--- src/rtl/irq_csr_pkg.sv ---
package irq_csr_pkg;
    localparam int EN_BIT   = 0;
    localparam int REQ_BIT  = 1;
    localparam int STAT_BIT = 2;

    typedef struct packed {
        logic req;
        logic en;
    } csr_bits_t;
endpackage

--- src/rtl/irq_csr_dec.sv ---
module irq_csr_dec #(
    parameter int ADDR_W  = 8,
    parameter int LO_ADDR = 0
) (
    input  logic [ADDR_W-1:0] addr,
    input  logic              wr,
    output logic              wr_lo,
    output logic              sel_lo,
    output logic              sel_hi
);
    localparam logic [ADDR_W-1:0] LO_A = ADDR_W'(LO_ADDR);
    localparam logic [ADDR_W-1:0] HI_A = ADDR_W'(LO_ADDR + 1);

    always_comb begin
        sel_lo = (addr == LO_A);
        sel_hi = (addr == HI_A);
        wr_lo  = wr && sel_lo;
    end
endmodule

--- src/rtl/irq_csr_bits.sv ---
module irq_csr_bits
    import irq_csr_pkg::*;
#(
    parameter int DATA_W = 16
) (
    input  logic              clk,
    input  logic              rst_n,
    input  logic              wr_lo,
    input  logic [DATA_W-1:0] wdata,
    output csr_bits_t         bits_q
);
    csr_bits_t bits_d;
    logic      unused_wdata;

    assign unused_wdata = ^wdata[DATA_W-1:STAT_BIT];

    always_comb begin
        bits_d = bits_q;
        if (wr_lo) begin
            bits_d.en  = wdata[EN_BIT];
            bits_d.req = wdata[REQ_BIT];
        end
    end

    always_ff @(posedge clk or negedge rst_n) begin
        if (!rst_n) bits_q <= '0;
        else        bits_q <= bits_d;
    end

    // state moves only on a decoded low-half write
    a_r8_hold_without_write: assert property (@(posedge clk) disable iff (!rst_n)
        !wr_lo |=> $stable(bits_q));
    a_r2_enable_load: assert property (@(posedge clk) disable iff (!rst_n)
        wr_lo |=> bits_q.en == $past(wdata[EN_BIT]));
    a_r3_request_load: assert property (@(posedge clk) disable iff (!rst_n)
        wr_lo |=> bits_q.req == $past(wdata[REQ_BIT]));
endmodule

--- src/rtl/irq_csr_view.sv ---
module irq_csr_view
    import irq_csr_pkg::*;
#(
    parameter int DATA_W = 16
) (
    input  logic              clk,
    input  logic              rst_n,
    input  logic              sel_lo,
    input  logic              sel_hi,
    input  csr_bits_t         bits_q,
    output logic [DATA_W-1:0] rdata,
    output logic              stat_n
);
    logic stat;

    always_comb begin
        stat   = bits_q.en & bits_q.req;
        stat_n = ~stat;
        rdata  = '0;
        if (sel_lo) begin
            rdata[EN_BIT]   = bits_q.en;
            rdata[REQ_BIT]  = bits_q.req;
            rdata[STAT_BIT] = stat;
        end else if (sel_hi) begin
            rdata = '0;
        end
    end

    a_r6_high_half_zero: assert property (@(posedge clk) disable iff (!rst_n)
        sel_hi |-> rdata == '0);
    a_r6_low_spare_zero: assert property (@(posedge clk) disable iff (!rst_n)
        sel_lo |-> rdata[DATA_W-1:STAT_BIT+1] == '0);
    a_r4_status_is_and: assert property (@(posedge clk) disable iff (!rst_n)
        sel_lo |-> rdata[STAT_BIT] == (rdata[EN_BIT] & rdata[REQ_BIT]));
endmodule

--- src/rtl/irq_csr_top.sv ---
module irq_csr_top
    import irq_csr_pkg::*;
#(
    parameter int ADDR_W  = 8,
    parameter int DATA_W  = 16,
    parameter int LO_ADDR = 0
) (
    input  logic              clk,
    input  logic              rst_n,
    input  logic [ADDR_W-1:0] bus_addr,
    input  logic              bus_wr,
    input  logic [DATA_W-1:0] bus_wdata,
    output logic [DATA_W-1:0] bus_rdata,
    output logic              stat_n
);
    logic      wr_lo;
    logic      sel_lo;
    logic      sel_hi;
    csr_bits_t bits_q;

    irq_csr_dec #(.ADDR_W(ADDR_W), .LO_ADDR(LO_ADDR)) dec_i (
        .addr(bus_addr), .wr(bus_wr),
        .wr_lo(wr_lo), .sel_lo(sel_lo), .sel_hi(sel_hi)
    );

    irq_csr_bits #(.DATA_W(DATA_W)) bits_i (
        .clk(clk), .rst_n(rst_n), .wr_lo(wr_lo),
        .wdata(bus_wdata), .bits_q(bits_q)
    );

    irq_csr_view #(.DATA_W(DATA_W)) view_i (
        .clk(clk), .rst_n(rst_n), .sel_lo(sel_lo), .sel_hi(sel_hi),
        .bits_q(bits_q), .rdata(bus_rdata), .stat_n(stat_n)
    );

    // outgoing line is the inverse of the readable status bit
    a_r5_line_matches_bit: assert property (@(posedge clk) disable iff (!rst_n)
        (bus_addr == ADDR_W'(LO_ADDR)) |-> stat_n == !bus_rdata[STAT_BIT]);
endmodule

--- config.mk ---
export PLATFORM = sky130hd
export DESIGN_NAME = irq_csr_top
export DESIGN_NICKNAME = d
export VERILOG_FILES = /design/src/rtl/irq_csr_pkg.sv /design/src/rtl/irq_csr_dec.sv /design/src/rtl/irq_csr_bits.sv /design/src/rtl/irq_csr_view.sv /design/src/rtl/irq_csr_top.sv
export SDC_FILE = /design/constraint.sdc
export NUM_CORES = 1
export LEC_CHECK = 0
export ABC_AREA = 1
export BUFFER_PORTS_ARGS = -buffer_cell sky130_fd_sc_hd__buf_2
export CAP_MARGIN = 20
export CORE_AREA = 2 2 39 41
export CTS_BUF_LIST = sky130_fd_sc_hd__clkbuf_16
export CTS_CLUSTER_DIAMETER = 50
export DETAILED_ROUTE_END_ITERATION = 16
export DIE_AREA = 0 0 41 43
export PLACE_DENSITY = 0.71
export SETUP_SLACK_MARGIN = 0.3
export SLEW_MARGIN = 20
export SYNTH_ARGS = -nofsm -noshare
export SYNTH_HDL_FRONTEND = slang
export SYNTH_SLANG_ARGS = --single-unit
--- constraint.sdc ---
create_clock -name clk -period 0.8 [get_ports clk]
set_input_delay 0.16 -clock clk [delete_from_list [all_inputs] [get_ports clk]]
set_output_delay 0.16 -clock clk [all_outputs]
set_load 0.05 [all_outputs]
==> impl_results.md <==
* Status: finished with violations
* Failing checks: negative setup slack
* Worst path required time at around 0.64 ns
* Synth Cell Area at ~240 um2
* FF-to-FF setup slack at ~0.060 ns
* Tcrit/Tclk final at 144.8%
* Maximum fanout along the worst path at 2
* Pre-CTS setup slack at -0.4157 ns
* Die ar. at between 0.0015 and 0.002 mm2
* Final worst slack at -0.3588 ns
* RR Endpoint: bits_i.bits_q[1]
* Worst skew pair latency at ~0.22 ns
* Max H-tree Level at 1
* WHS Endpoint: bits_i.bits_q[0]
* Gate Count Post-Synth at 37
* Leak at 0.2779 nW
* Setup tns final at -1.217 ns
* Max clock buf depth at 2
* Top reg by flops: bits_i.bits_q
* Antenna violations before repair at 0
* Die height at approximately 43 um
* Clk slew on worst S/H paths at ~0.03 ns
* Layout cell share with drive strength beyond 1 at 55.93%
* Vias in the first global route at 236
* Std cell rows at 14
* DRC at 0
* ANT cells at 0
* Syn avg cell area at approximately 6.5 um2
* Total power at ~1.1 mW
* Total clock sinks at 2
* Io pins at 44
* Peak supply drop at slightly below 0.001 V
* Core footprint at 0.001384 mm2
* Via count at roughly 270
* Hold Vio Cnt, Final at 0
* Worst Path Arrival at 1.00 ns
* Gr ovfl total at 0
* Power per cell area at roughly 2100 mW/mm2
* Top flop regs: bits_i.bits_q x2
* First DRT Iteration DRCs at 4
* Final wirelength at roughly 610 um
* Vias/cell at about 3.6
* Minimum hold slack at approximately 0.18 ns
* RSZ-0062 raised after global routing: true
* Worst clock skew at 0 ns
* Register bit total from synthesis at 2
* Worst Hold Class: in -> reg
* FMAX at around 860 MHz
* Final setup fails at 4
* GRT Max-Usage Layer: met2
* WS Path Type: reg -> out
* Sequential share of the synthesized area at between 20% and 30%
* Met1 usage at ~3.8%
* Slew Limit Fails at 0
* Count of warnings emitted by yosys at 0
* Antenna-violating nets left at 0
* Clock buffer count from CTS at 3
* Max reg flops at 2
* IO buf count at 16
* Wire per inst at about 8.2 um
* R2r startpoint: bits_i.bits_q[1]
* M2 GR Usage at 14.69%
* Layout Cells excl Fill at 75
* Met3 usage at 3.141%
* Clk root buf: clkbuf_16
* Worst Min Path Start: bus_wdata[0]
* Gpl congestion at approximately 0.55
* Post-synth cell types at 10
* First-pass GRT wire length at roughly 830 um
* Crit end category: output port
* Area growth, synth to finish at 121.5%
* Drt first pass iters at 4
* Die W at slightly above 40 um
* Starting density of the core at between 10% and 20%
* Placed Cells incl. Taps at 70
* CTS tree: yes
* FF-to-FF path depth at 3
* Worst Hold Depth at 3
* Max-cap viol count at 0
* Crit path launch type: register
* Post-DP HPWL at approximately 440 um
* Largest net degree at the start of global routing at 4
* Nets at 88
* Final worst path period need at 1.159 ns
* GR Util All Layers at under 10%
==> cell families (layout without fill, tap and decap cells) <==
family / count (synthesis) / after routing / synth area share [%]
buffers and inverters: 15 / 25 / 43.98
other: 1 / 13 / 1.569
and+or+nand+nor: 19 / 19 / 33.51
DFF: 2 / 2 / 20.94
==> through the flow <==
step                      util [%]  cell area (um2)
after floorplan                  -            327.8
after global placement       24.95            345.3
after detailed placement     24.95            345.3
after CTS                    35.35            489.2
after global routing         38.25            529.3
final                        38.25            529.3
==> cell usage after synthesis (all sizes together) <==
cell type	number	area, um2
nor2	7	28.78
nand3	2	10.01
buf	13	97.59
nand2	8	30.03
nand4	1	6.260
dfrtp	2	50.05
nor3	1	5.000
conb	1	3.750
inv	2	7.510
==> report_power, final <==
part | switching (mW) | total [mW] | internal (mW) | leakage, nW
logic | 0.180 | 0.248 | 0.0676 | 0.213
registers | 0.00317 | 0.110 | 0.107 | 0.0276
clock network | 0.113 | 0.749 | 0.636 | 0.0370
total | 0.296 | 1.11 | 0.810 | 0.278
==> per-layer routing <==
| layer | vias to the layer above | part of all wire (%) |
|---|---|---|
| met2 | 11 | 66 |
| li1 | 132 | - |
| met5 | - | 0 |
| met4 | 0 | 2.3 |
| met3 | 2 | 4.1 |
| met1 | 127 | 27 |
==> repair_timing <==
| action | in CTS | in global routing |
|---|---|---|
| setup buffers | 0 | 1 |
| gates resized for setup | 15 | 7 |
| endpoints found under the hold margin | 2 | 0 |
| pin swaps | 0 | 3 |
| endpoints found under the setup margin | 6 | 6 |
| cloned | 0 | 0 |
| hold buffers | 1 | 0 |
==> critical path, cell delays in order (launching register included) <==
cell	delay, ns
dfrtp_1	0.34
inv_1	0.09
nor3_4	0.17
buf_6	0.18
==> worst max path at each step <==
stage,startpoint,end,slack [ns],depth (start not counted)
after floorplan,bits_i.bits_q[1],bus_rdata[2],-0.32,2
after global placement,bus_addr[3],bus_rdata[2],-0.40,5
after detailed placement,bus_addr[1],bus_rdata[2],-0.42,5
after CTS,bits_i.bits_q[1],bus_rdata[2],-0.36,3
after global routing,bits_i.bits_q[1],bus_rdata[2],-0.38,3
final,bits_i.bits_q[0],bus_rdata[2],-0.36,3
==> final cells by class <==
type	count	area [um2]
timing repair buffer	20	186.4
clock buffer	3	75.07
sequential	2	50.05
multi-input combinational	32	190.2
fill	146	854.6
tap	16	20.02
inverter	2	7.507
==> placed cells by master, fill, tap and decap left out, types with 2 or more instances in the layout <==
| cell | count |
|---|---|
| nand2_1 | 6 |
| nor2_4 | 5 |
| clkbuf_16 | 3 |
| dfrtp_1 | 2 |
| nor2_2 | 2 |
| buf_6 | 11 |
| conb_1 | 13 |
| buf_2 | 6 |
| nand3_1 | 2 |
Note: power is estimated with default switching activity, not from simulation.
